<file path="config.mk">
export PLATFORM = sky130hd
export DESIGN_NAME = dtag_err_log
export DESIGN_NICKNAME = d
export VERILOG_FILES = /design/src/rtl/dtag_log_pkg.sv /design/src/rtl/dtag_par_chk.sv /design/src/rtl/dtag_log_lane.sv /design/src/rtl/dtag_err_log.sv
export SDC_FILE = /design/constraint.sdc
export NUM_CORES = 1
export LEC_CHECK = 0
export BUFFER_PORTS_ARGS = -buffer_cell sky130_fd_sc_hd__buf_2
export CORE_MARGIN = 2
export CORE_UTILIZATION = 42
export DETAILED_ROUTE_END_ITERATION = 12
export PLACE_DENSITY = 0.85
export SYNTH_ARGS = -nofsm -noshare
export SYNTH_HDL_FRONTEND = slang
export SYNTH_SLANG_ARGS = --single-unit
</file>
<file path="constraint.sdc">
create_clock -name clk -period 11 [get_ports clk]
set_input_delay 2.2 -clock clk [delete_from_list [all_inputs] [get_ports clk]]
set_output_delay 2.2 -clock clk [all_outputs]
set_load 0.02 [all_outputs]
</file>
<file path="src/rtl/dtag_log_pkg.sv">
// Shared sizes and the captured-lookup record for the duplicate tag logger.
// Assumes a 32-bit lane: two flag bits, the record, and zero padding above it.
package dtag_log_pkg;
    localparam int OFF_W  = 8;
    localparam int TAG_W  = 9;
    localparam int LANE_W = 32;

    // Record of one lookup, packed LSB-first into lane bits 29:2.
    typedef struct packed {
        logic             par1;
        logic [TAG_W-1:0] tag1;
        logic             par0;
        logic [TAG_W-1:0] tag0;
        logic [OFF_W-1:0] off;
    } dtag_rec_t;

    localparam int REC_W = $bits(dtag_rec_t);
    localparam int PAD_W = LANE_W - REC_W - 2;
endpackage

</file>
<file path="src/rtl/dtag_par_chk.sv">
// Even-parity checker for the two tag banks of one lookup.
// Assumes a parity bit is correct when it equals the XOR of its tag bits.
// Purely combinational; bad is qualified by the lookup strobe.
module dtag_par_chk
    import dtag_log_pkg::*;
(
    input  logic      valid,
    input  dtag_rec_t rec,
    output logic      bad
);
    logic [1:0] bank_bad;

    // Compare each bank's stored parity with the parity recomputed from its tag.
    always_comb begin
        bank_bad[0] = (^rec.tag0) ^ rec.par0;
        bank_bad[1] = (^rec.tag1) ^ rec.par1;
        bad         = valid & (|bank_bad);
    end
endmodule

</file>
<file path="src/rtl/dtag_log_lane.sv">
// One logging lane: tracks the latest lookup, freezes on the first parity
// error, counts a second error as missed, and pulses an interrupt.
// Assumes the clear strobes are already qualified by the register write.
module dtag_log_lane
    import dtag_log_pkg::*;
(
    input  logic      clk,
    input  logic      rst_n,
    input  logic      lk_valid,
    input  dtag_rec_t lk_rec,
    input  logic      par_bad,
    input  logic      clr_err,
    input  logic      clr_miss,
    output logic      err_q,
    output logic      miss_q,
    output dtag_rec_t rec_q,
    output logic      irq_q
);
    logic hold_err;
    logic hold_miss;
    logic frozen;
    logic take;

    // Flags surviving this cycle's clears decide whether the lane stays frozen.
    always_comb begin
        hold_err  = err_q & ~clr_err;
        hold_miss = miss_q & ~clr_miss;
        frozen    = hold_err | hold_miss;
        take      = lk_valid & ~frozen;
    end

    // Flag and interrupt state with synchronous active-low reset.
    always_ff @(posedge clk) begin
        if (!rst_n) begin
            err_q  <= 1'b0;
            miss_q <= 1'b0;
            irq_q  <= 1'b0;
        end else begin
            err_q  <= hold_err | (par_bad & ~frozen);
            miss_q <= hold_miss | (par_bad & frozen);
            irq_q  <= par_bad & ~frozen;
        end
    end

    // Captured lookup record; has no defined reset value.
    always_ff @(posedge clk) begin
        if (take) begin
            rec_q <= lk_rec;
        end
    end

    p_hold_when_frozen_r5: assert property (@(posedge clk) disable iff (!rst_n)
        (err_q && !clr_err) |=> $stable(rec_q));
    p_irq_with_err_r9: assert property (@(posedge clk) disable iff (!rst_n)
        irq_q |-> err_q);
    p_miss_after_err_r6: assert property (@(posedge clk) disable iff (!rst_n)
        $rose(miss_q) |-> $past(err_q));
    p_no_irq_when_missed_r6: assert property (@(posedge clk) disable iff (!rst_n)
        (miss_q && !clr_miss) |=> !irq_q);
    p_irq_needs_lookup_r4: assert property (@(posedge clk) disable iff (!rst_n)
        irq_q |-> $past(lk_valid));
endmodule

</file>
<file path="src/rtl/dtag_err_log.sv">
// Duplicate tag parity error log: one checker and one lane per logging lane,
// read back as a single register with one 32-bit lane slice each.
// Assumes writes act only on the flag bits (write 1 to clear).
module dtag_err_log
    import dtag_log_pkg::*;
#(
    parameter int NUM_LANES = 2
) (
    input  logic                        clk,
    input  logic                        rst_n,
    input  logic [NUM_LANES-1:0]        lk_valid,
    input  logic [NUM_LANES*OFF_W-1:0]  lk_offset,
    input  logic [NUM_LANES*TAG_W-1:0]  lk_tag0,
    input  logic [NUM_LANES-1:0]        lk_par0,
    input  logic [NUM_LANES*TAG_W-1:0]  lk_tag1,
    input  logic [NUM_LANES-1:0]        lk_par1,
    input  logic                        csr_wr,
    input  logic [NUM_LANES*LANE_W-1:0] csr_wdata,
    output logic [NUM_LANES*LANE_W-1:0] csr_rdata,
    output logic [NUM_LANES-1:0]        err_irq
);
    for (genvar g = 0; g < NUM_LANES; g++) begin : g_lane
        dtag_rec_t in_rec;
        dtag_rec_t log_rec;
        logic      bad;
        logic      err_f;
        logic      miss_f;

        // Gather this lane's slice of the lookup inputs into one record.
        always_comb begin
            in_rec.off  = lk_offset[g*OFF_W +: OFF_W];
            in_rec.tag0 = lk_tag0[g*TAG_W +: TAG_W];
            in_rec.par0 = lk_par0[g];
            in_rec.tag1 = lk_tag1[g*TAG_W +: TAG_W];
            in_rec.par1 = lk_par1[g];
        end

        dtag_par_chk u_chk (
            .valid (lk_valid[g]),
            .rec   (in_rec),
            .bad   (bad)
        );

        dtag_log_lane u_lane (
            .clk      (clk),
            .rst_n    (rst_n),
            .lk_valid (lk_valid[g]),
            .lk_rec   (in_rec),
            .par_bad  (bad),
            .clr_err  (csr_wr & csr_wdata[g*LANE_W + 1]),
            .clr_miss (csr_wr & csr_wdata[g*LANE_W]),
            .err_q    (err_f),
            .miss_q   (miss_f),
            .rec_q    (log_rec),
            .irq_q    (err_irq[g])
        );

        // Lay out the lane slice: padding, record, error flag, missed flag.
        always_comb begin
            csr_rdata[g*LANE_W +: LANE_W] = {{PAD_W{1'b0}}, log_rec, err_f, miss_f};
        end
    end
endmodule

</file>
==> out/qor.yml, run 1 <==
cts_tree: "done"
multi_input_comb_area_um2: 519
first_iter_violations: 91
coreArea_um2: 5510
pre_cts_slack_ns: 7.33
tns_ns: 0
r2r-start: "g_lane[1].u_lane.err_q"
outcome: "complete, no violations"
cts_setup_buffers: 0
fill_cells: 457
cts_inserted_buffers: 9
htreeDepth: 3
fin_nets: 388
synth.avg_cell_area_um2: 18.1
seq_area_um2: 1800
cp.arrival_ns: 3.32
ys_ff_latch: 62
ioPinCount: 191
cts_root_buf: "clkbuf_8"
finalClockSkew_ns: 0.0104
netlist_instances: 132
antenna_cells: 0
yosysWarnings: 0
area_growth_pct: 38.2
start_kind: "input pin"
hold_buffers: 0
ir_drop_mv: 0.103
finalNonFillerCells: 340
gr-usage-met2_pct: 25.7
use_met1_pct: 18.9
initial_core_util_pct: 43.4
ys_seq_area_share_pct: 75.4
grt_setup_unrepaired: "false"
total_power_mw: 0.678
rows: 27
path_clk_slew_ns: 0.06
viasPerCell: 4.40
setup_slack_ns: 7.69
clock_path_buffers: 2
finalCritPeriodShare_pct: 30.0
crit_start: "csr_wdata[33]"
synth_edf_count: 56
async_flop_share_pct: 0
grt-busiest-layer: "met2"
dp_cells: 324
first_pass_iters: 4
ys.flop_type: "edfxtp_1"
reg2reg_to: "g_lane[1].u_lane.rec_q[15]"
gp_congestion: 0.719
maxSlewHeadroom_pct: 60.9
ys_types: 20
clk_latency_ns: 0.33
endpoint_kind: "register"
leakage_nw: 1.43
place.port_buffers: 126
die-area_um2: 6310
hold_violations: 0
cp.required_ns: 11.01
final-setup-viol-count: 0
tightest_slew_ns: 0.585
finalMaxSlewViolations: 0
grt.total_usage_pct: 15.9
dieWidth_um: 79.4
globalRouteMet3Util_pct: 6.11
antenna_found_initial: 0
grt_pass1_vias: 1441
grt_pass1_wl_um: 7130
drc: 0
max_freq_mhz: 303
die_h_um: 79.4
grt_max_degree: 26
post_cts_resized: 0
crit_fanout: 18
period_needed_ns: 3.31
rrSetupSlack_ns: 9.25
grt_overflow_total: 0
ant_nets: 0
powerDensity_nw_per_um2: 206
worst-setup-path-type: "input pin to register"
hp-class: "register to register"
drt_wl_total_um: 5020
clock_sinks: 62
critPathCapture: "g_lane[1].u_lane.rec_q[15]"
drv_cap: 0
routed-via-count: 1497
rr_worst_depth: 4
synthesis.area_um2: 2390
wl_per_cell_um: 14.8
layout-drive-gt1-share_pct: 57.1
==> power by group <==
part	internal, mW	switching, mW	total, mW
sequential	0.295	0.00836	0.303
combinational	0.0528	0.0890	0.142
clock	0.149	0.0841	0.233
total	0.497	0.182	0.678
==> per-stage QoR <==
stage | util, % | instance area, µm² | hold slack, ns
after floorplan | - | 2400 | 0.464
after global placement | 55.6 | 3060 | 0.474
after detailed placement | 55.6 | 3060 | 0.492
after CTS | 59.9 | 3300 | 0.501
after global routing | 59.9 | 3300 | 0.526
final | 59.9 | 3300 | 0.503
==> layout make-up <==
class	count	share of cell area, %
multi-input combinational	60	15.7
tap	72	2.73
inverter	2	0.227
clock buffer	9	3.75
timing repair buffer	128	19.6
sequential	62	54.6
clock inverter	7	3.41
==> flip-flops by register name, summed over array words and instances (netlist names) <==
signal	flops
g_lane.u_lane.miss_q	2
g_lane.u_lane.rec_q	56
g_lane.u_lane.irq_q	2
g_lane.u_lane.err_q	2
==> how the worst min path moves through the flow <==
stage                              endpoint                     from  slack (ns)  cells past startpoint
floorplan           g_lane[1].u_lane.miss_q  g_lane[1].u_lane.miss_q        0.46                      2
global placement    g_lane[1].u_lane.miss_q  g_lane[1].u_lane.miss_q        0.47                      2
detailed placement  g_lane[1].u_lane.miss_q  g_lane[1].u_lane.miss_q        0.49                      2
CTS                 g_lane[1].u_lane.miss_q  g_lane[1].u_lane.miss_q        0.50                      2
global route         g_lane[1].u_lane.err_q   g_lane[1].u_lane.err_q        0.53                      2
finish              g_lane[1].u_lane.miss_q  g_lane[1].u_lane.miss_q        0.50                      2
==> cell usage after synthesis, drive strengths merged (2+ instances only) <==
library cell  number  share of area, %
nand2              6              0.94
xnor3              4               3.8
inv                2              0.31
a21boi             2              0.63
xnor2             28                12
dfxtp              6               5.0
buf               11               3.3
nand3              3              0.63
edfxtp            56                70
nor2               5               1.0
o21ai              4               1.2
==> layer usage <==
metal | wire length (µm) | vias up
li1 | - | 725
met5 | 0 | -
met4 | 59 | 0
met2 | 2460 | 93
met1 | 1940 | 672
met3 | 553 | 7
==> cell usage in the layout (no fill, tap or decap) <==
master and instances:
dfxtp_1 6, o221ai_1 1, o21ai_2 2, nand4_1 1
nand2_1 6, clkinv_4 1, xnor2_2 4, clkbuf_8 9
conb_1 4, bufinv_16 3, xnor3_1 4, o21ai_1 2
buf_4 2, clkinv_1 1, nor2_2 3, clkinv_2 2
nor3b_2 1, nand3_1 3, xnor2_1 24, nor2_1 2
buf_2 126, a21boi_0 2, inv_1 2, edfxtp_1 56
a21oi_1 1
==> worst max-delay path, stage by stage <==
cell and delay (ns):
buf_2 0.09, o221ai_1 0.16, nor2_2 0.49, buf_4 0.38
==> kinds of logic (layout without fill, tap and decap cells) <==
kind of cell              count (synthesis)  count (layout)  share of synthesized area [%]
AOI/OAI and AO/OA                         8               8                           2.36
xor gates and xnor gates                 32              32                           15.3
and+or+nand+nor                          16              16                           3.14
buffers and inverters                    13             146                           3.61
DFF                                      62              62                           75.4
other                                     1               4                          0.157
Note: power is estimated with default switching activity, not from simulation.
==> inputs of run 2 (changes only) <==
Settings changed: CORE_UTILIZATION 42 to 39, PLACE_DENSITY 0.85 to 0.8.
Clock period 11 ns to 3.21 ns, I/O delays scaled along.
==> out/qor.yml, run 2 (same netlist as run 1, synthesis figures left out) <==
wl_per_cell_um: 14.2  # was 14.8 µm
cpPeakStageDelay_ns: 0.41  # was 0.49 ns
tns_ns: 0  # unchanged
ant_nets: 0  # unchanged
grt_max_degree: 24  # was 26
clk_latency_ns: 0.34  # was 0.33 ns
place.port_buffers: 126  # unchanged
viasPerCell: 4.40  # about the same
hold_buffers: 0  # unchanged
final_common_cell: "buf_2"  # unchanged
outcome: "complete, no violations"  # unchanged
slowest_stage: "nor3b_4"  # was nor2_2
grt.total_usage_pct: 15.0  # was 15.9%
finalCritPeriodShare_pct: 56.4
cts_root_buf: "clkbuf_8"  # unchanged
drc: 0  # unchanged
die_h_um: 82.3  # was 79.4 µm
finalClockSkew_ns: 0.0103  # was 0.0104 ns
routed-via-count: 1513  # was 1497
grt_pass1_wl_um: 7070  # was 7130 µm
finalMaxSlewViolations: 0  # unchanged
power.internal_mw: 1.63  # was 0.497 mW
first_iter_violations: 56  # was 91
path_clk_slew_ns: 0.07  # was 0.06 ns
maxSlewHeadroom_pct: 61.3  # was 60.9%
dp_hpwl_um: 3780
crit_chain: "buf_2 > a21boi_0 > nor3b_4 > buf_4 > nand2_1 > o21ai_1"  # was buf_2 > o221ai_1 > nor2_2 > buf_4
leakage_nw: 1.42  # was 1.43 nW
first_pass_iters: 4  # unchanged
clock_sinks: 62  # unchanged
rows: 28  # was 27
ioPinCount: 191  # unchanged
gp_congestion: 0.748  # was 0.719
cts_setup_buffers: 0  # unchanged
cp.arrival_ns: 2.07  # was 3.32 ns
dieWidth_um: 82.3  # was 79.4 µm
final-setup-viol-count: 0  # unchanged
antenna_found_initial: 0  # unchanged
grt_setup_unrepaired: "false"  # unchanged
p_seq_share_pct: 45.9  # was 44.7%
initial_core_util_pct: 40.3  # was 43.4%
htreeDepth: 3  # unchanged
hp-class: "input pin to register"  # was register to register
cts_tree: "done"  # unchanged
cts_inserted_buffers: 9  # unchanged
die-area_um2: 6770  # was 6310 µm²
drv_cap: 0  # unchanged
ir_drop_mv: 0.366  # was 0.103 mV
powerDensity_nw_per_um2: 685  # was 206 nW/µm²
total_power_mw: 2.26  # was 0.678 mW
area_growth_pct: 38.0  # was 38.2%
max_freq_mhz: 553
hold_violations: 0  # unchanged
p_switching_mw: 0.625  # was 0.182 mW
fin_nets: 389  # was 388
post_cts_resized: 0  # unchanged
grt_overflow_total: 0  # unchanged
crit_fanout: 23  # was 18
clkPwrFrac_pct: 32.2  # was 34.4%
antenna_cells: 0  # unchanged
switching_share_pct: 27.7  # was 26.8%
largest_register_ffs: 56  # unchanged
drt_wl_total_um: 4880  # was 5020 µm
comb_power_share_pct: 22.0  # was 20.9%
period_needed_ns: 1.81
regMostFlops: "g_lane.u_lane.rec_q"  # unchanged
layout-drive-gt1-share_pct: 57.2  # was 57.1%
grt_pass1_vias: 1512  # was 1441
clock_path_buffers: 2  # unchanged
coreArea_um2: 5920  # was 5510 µm²
start_kind: "input pin"  # unchanged
endpoint_kind: "register"  # unchanged
tightest_slew_ns: 0.575  # was 0.585 ns
worst-setup-path-type: "input pin to register"  # unchanged
layout_common_cells: "126 x buf_2, 56 x edfxtp_1, 24 x xnor2_1, 9 x clkbuf_8"  # unchanged
cp.required_ns: 3.47  # was 11.01 ns
-- run 2: final timing paths --
check	start	to	slack, ns	depth (start not counted)
setup / recovery	csr_wr	g_lane[0].u_lane.err_q	1.40	6
hold / removal	lk_offset[11]	g_lane[1].u_lane.rec_q[3]	0.48	1
setup reg to reg	g_lane[0].u_lane.err_q	g_lane[0].u_lane.err_q	1.58	5
hold reg to reg	g_lane[1].u_lane.err_q	g_lane[1].u_lane.err_q	0.50	2
-- run 2: per-stage QoR --
step | hold WS (ns) | instance area, µm² | setup WS (ns) | std cells | util, %
2_1_floorplan | 0.464 | 2400 | 0.809 | 135 | -
3_3_place_gp | 0.477 | 3080 | 1.13 | 328 | 52.0
3_5_place_dp | 0.497 | 3080 | 1.06 | 328 | 52.0
4_1_cts | 0.463 | 3300 | 1.37 | 344 | 55.7
5_1_grt | 0.450 | 3300 | 1.22 | 344 | 55.7
6_report | 0.477 | 3300 | 1.40 | 344 | 55.7
-- run 2: critical path, delay by kind of cell --
| family | cells | cell delay (ns) |
|---|---|---|
| AO/OA/AOI/OAI | 2 | 0.37 |
| AND/OR/NAND/NOR | 2 | 0.54 |
| buffers and inverters | 2 | 0.51 |
-- run 2: metal layers --
layer / vias to the layer above / GRT usage [%] / part of all wire [%]
met5: - / 0 / 0
met4: 0 / 11.0 / 3.6
met3: 17 / 6.85 / 12
met2: 97 / 23.2 / 47
met1: 670 / 16.1 / 38
li1: 729 / - / -
-- run 2: power by group through the flow --
stage | sequential, mW | clock [mW] | combinational, mW
floorplan | 1.17 | 0 | 0.216
finish | 1.04 | 0.726 | 0.496
detailed placement | 1.05 | 0 | 0.499
global placement | 1.05 | 0 | 0.490
global route | 1.05 | 0.782 | 0.536
CTS | 1.04 | 0.746 | 0.502
-- run 2: area by class of cell --
cell class	count	area, µm²
clock buffer	10	128
clock inverter	6	86.3
fill	518	2630
inverter	2	7.51
multi-input combinational	60	526
sequential	62	1800
tap	75	93.8
timing repair buffer	129	653
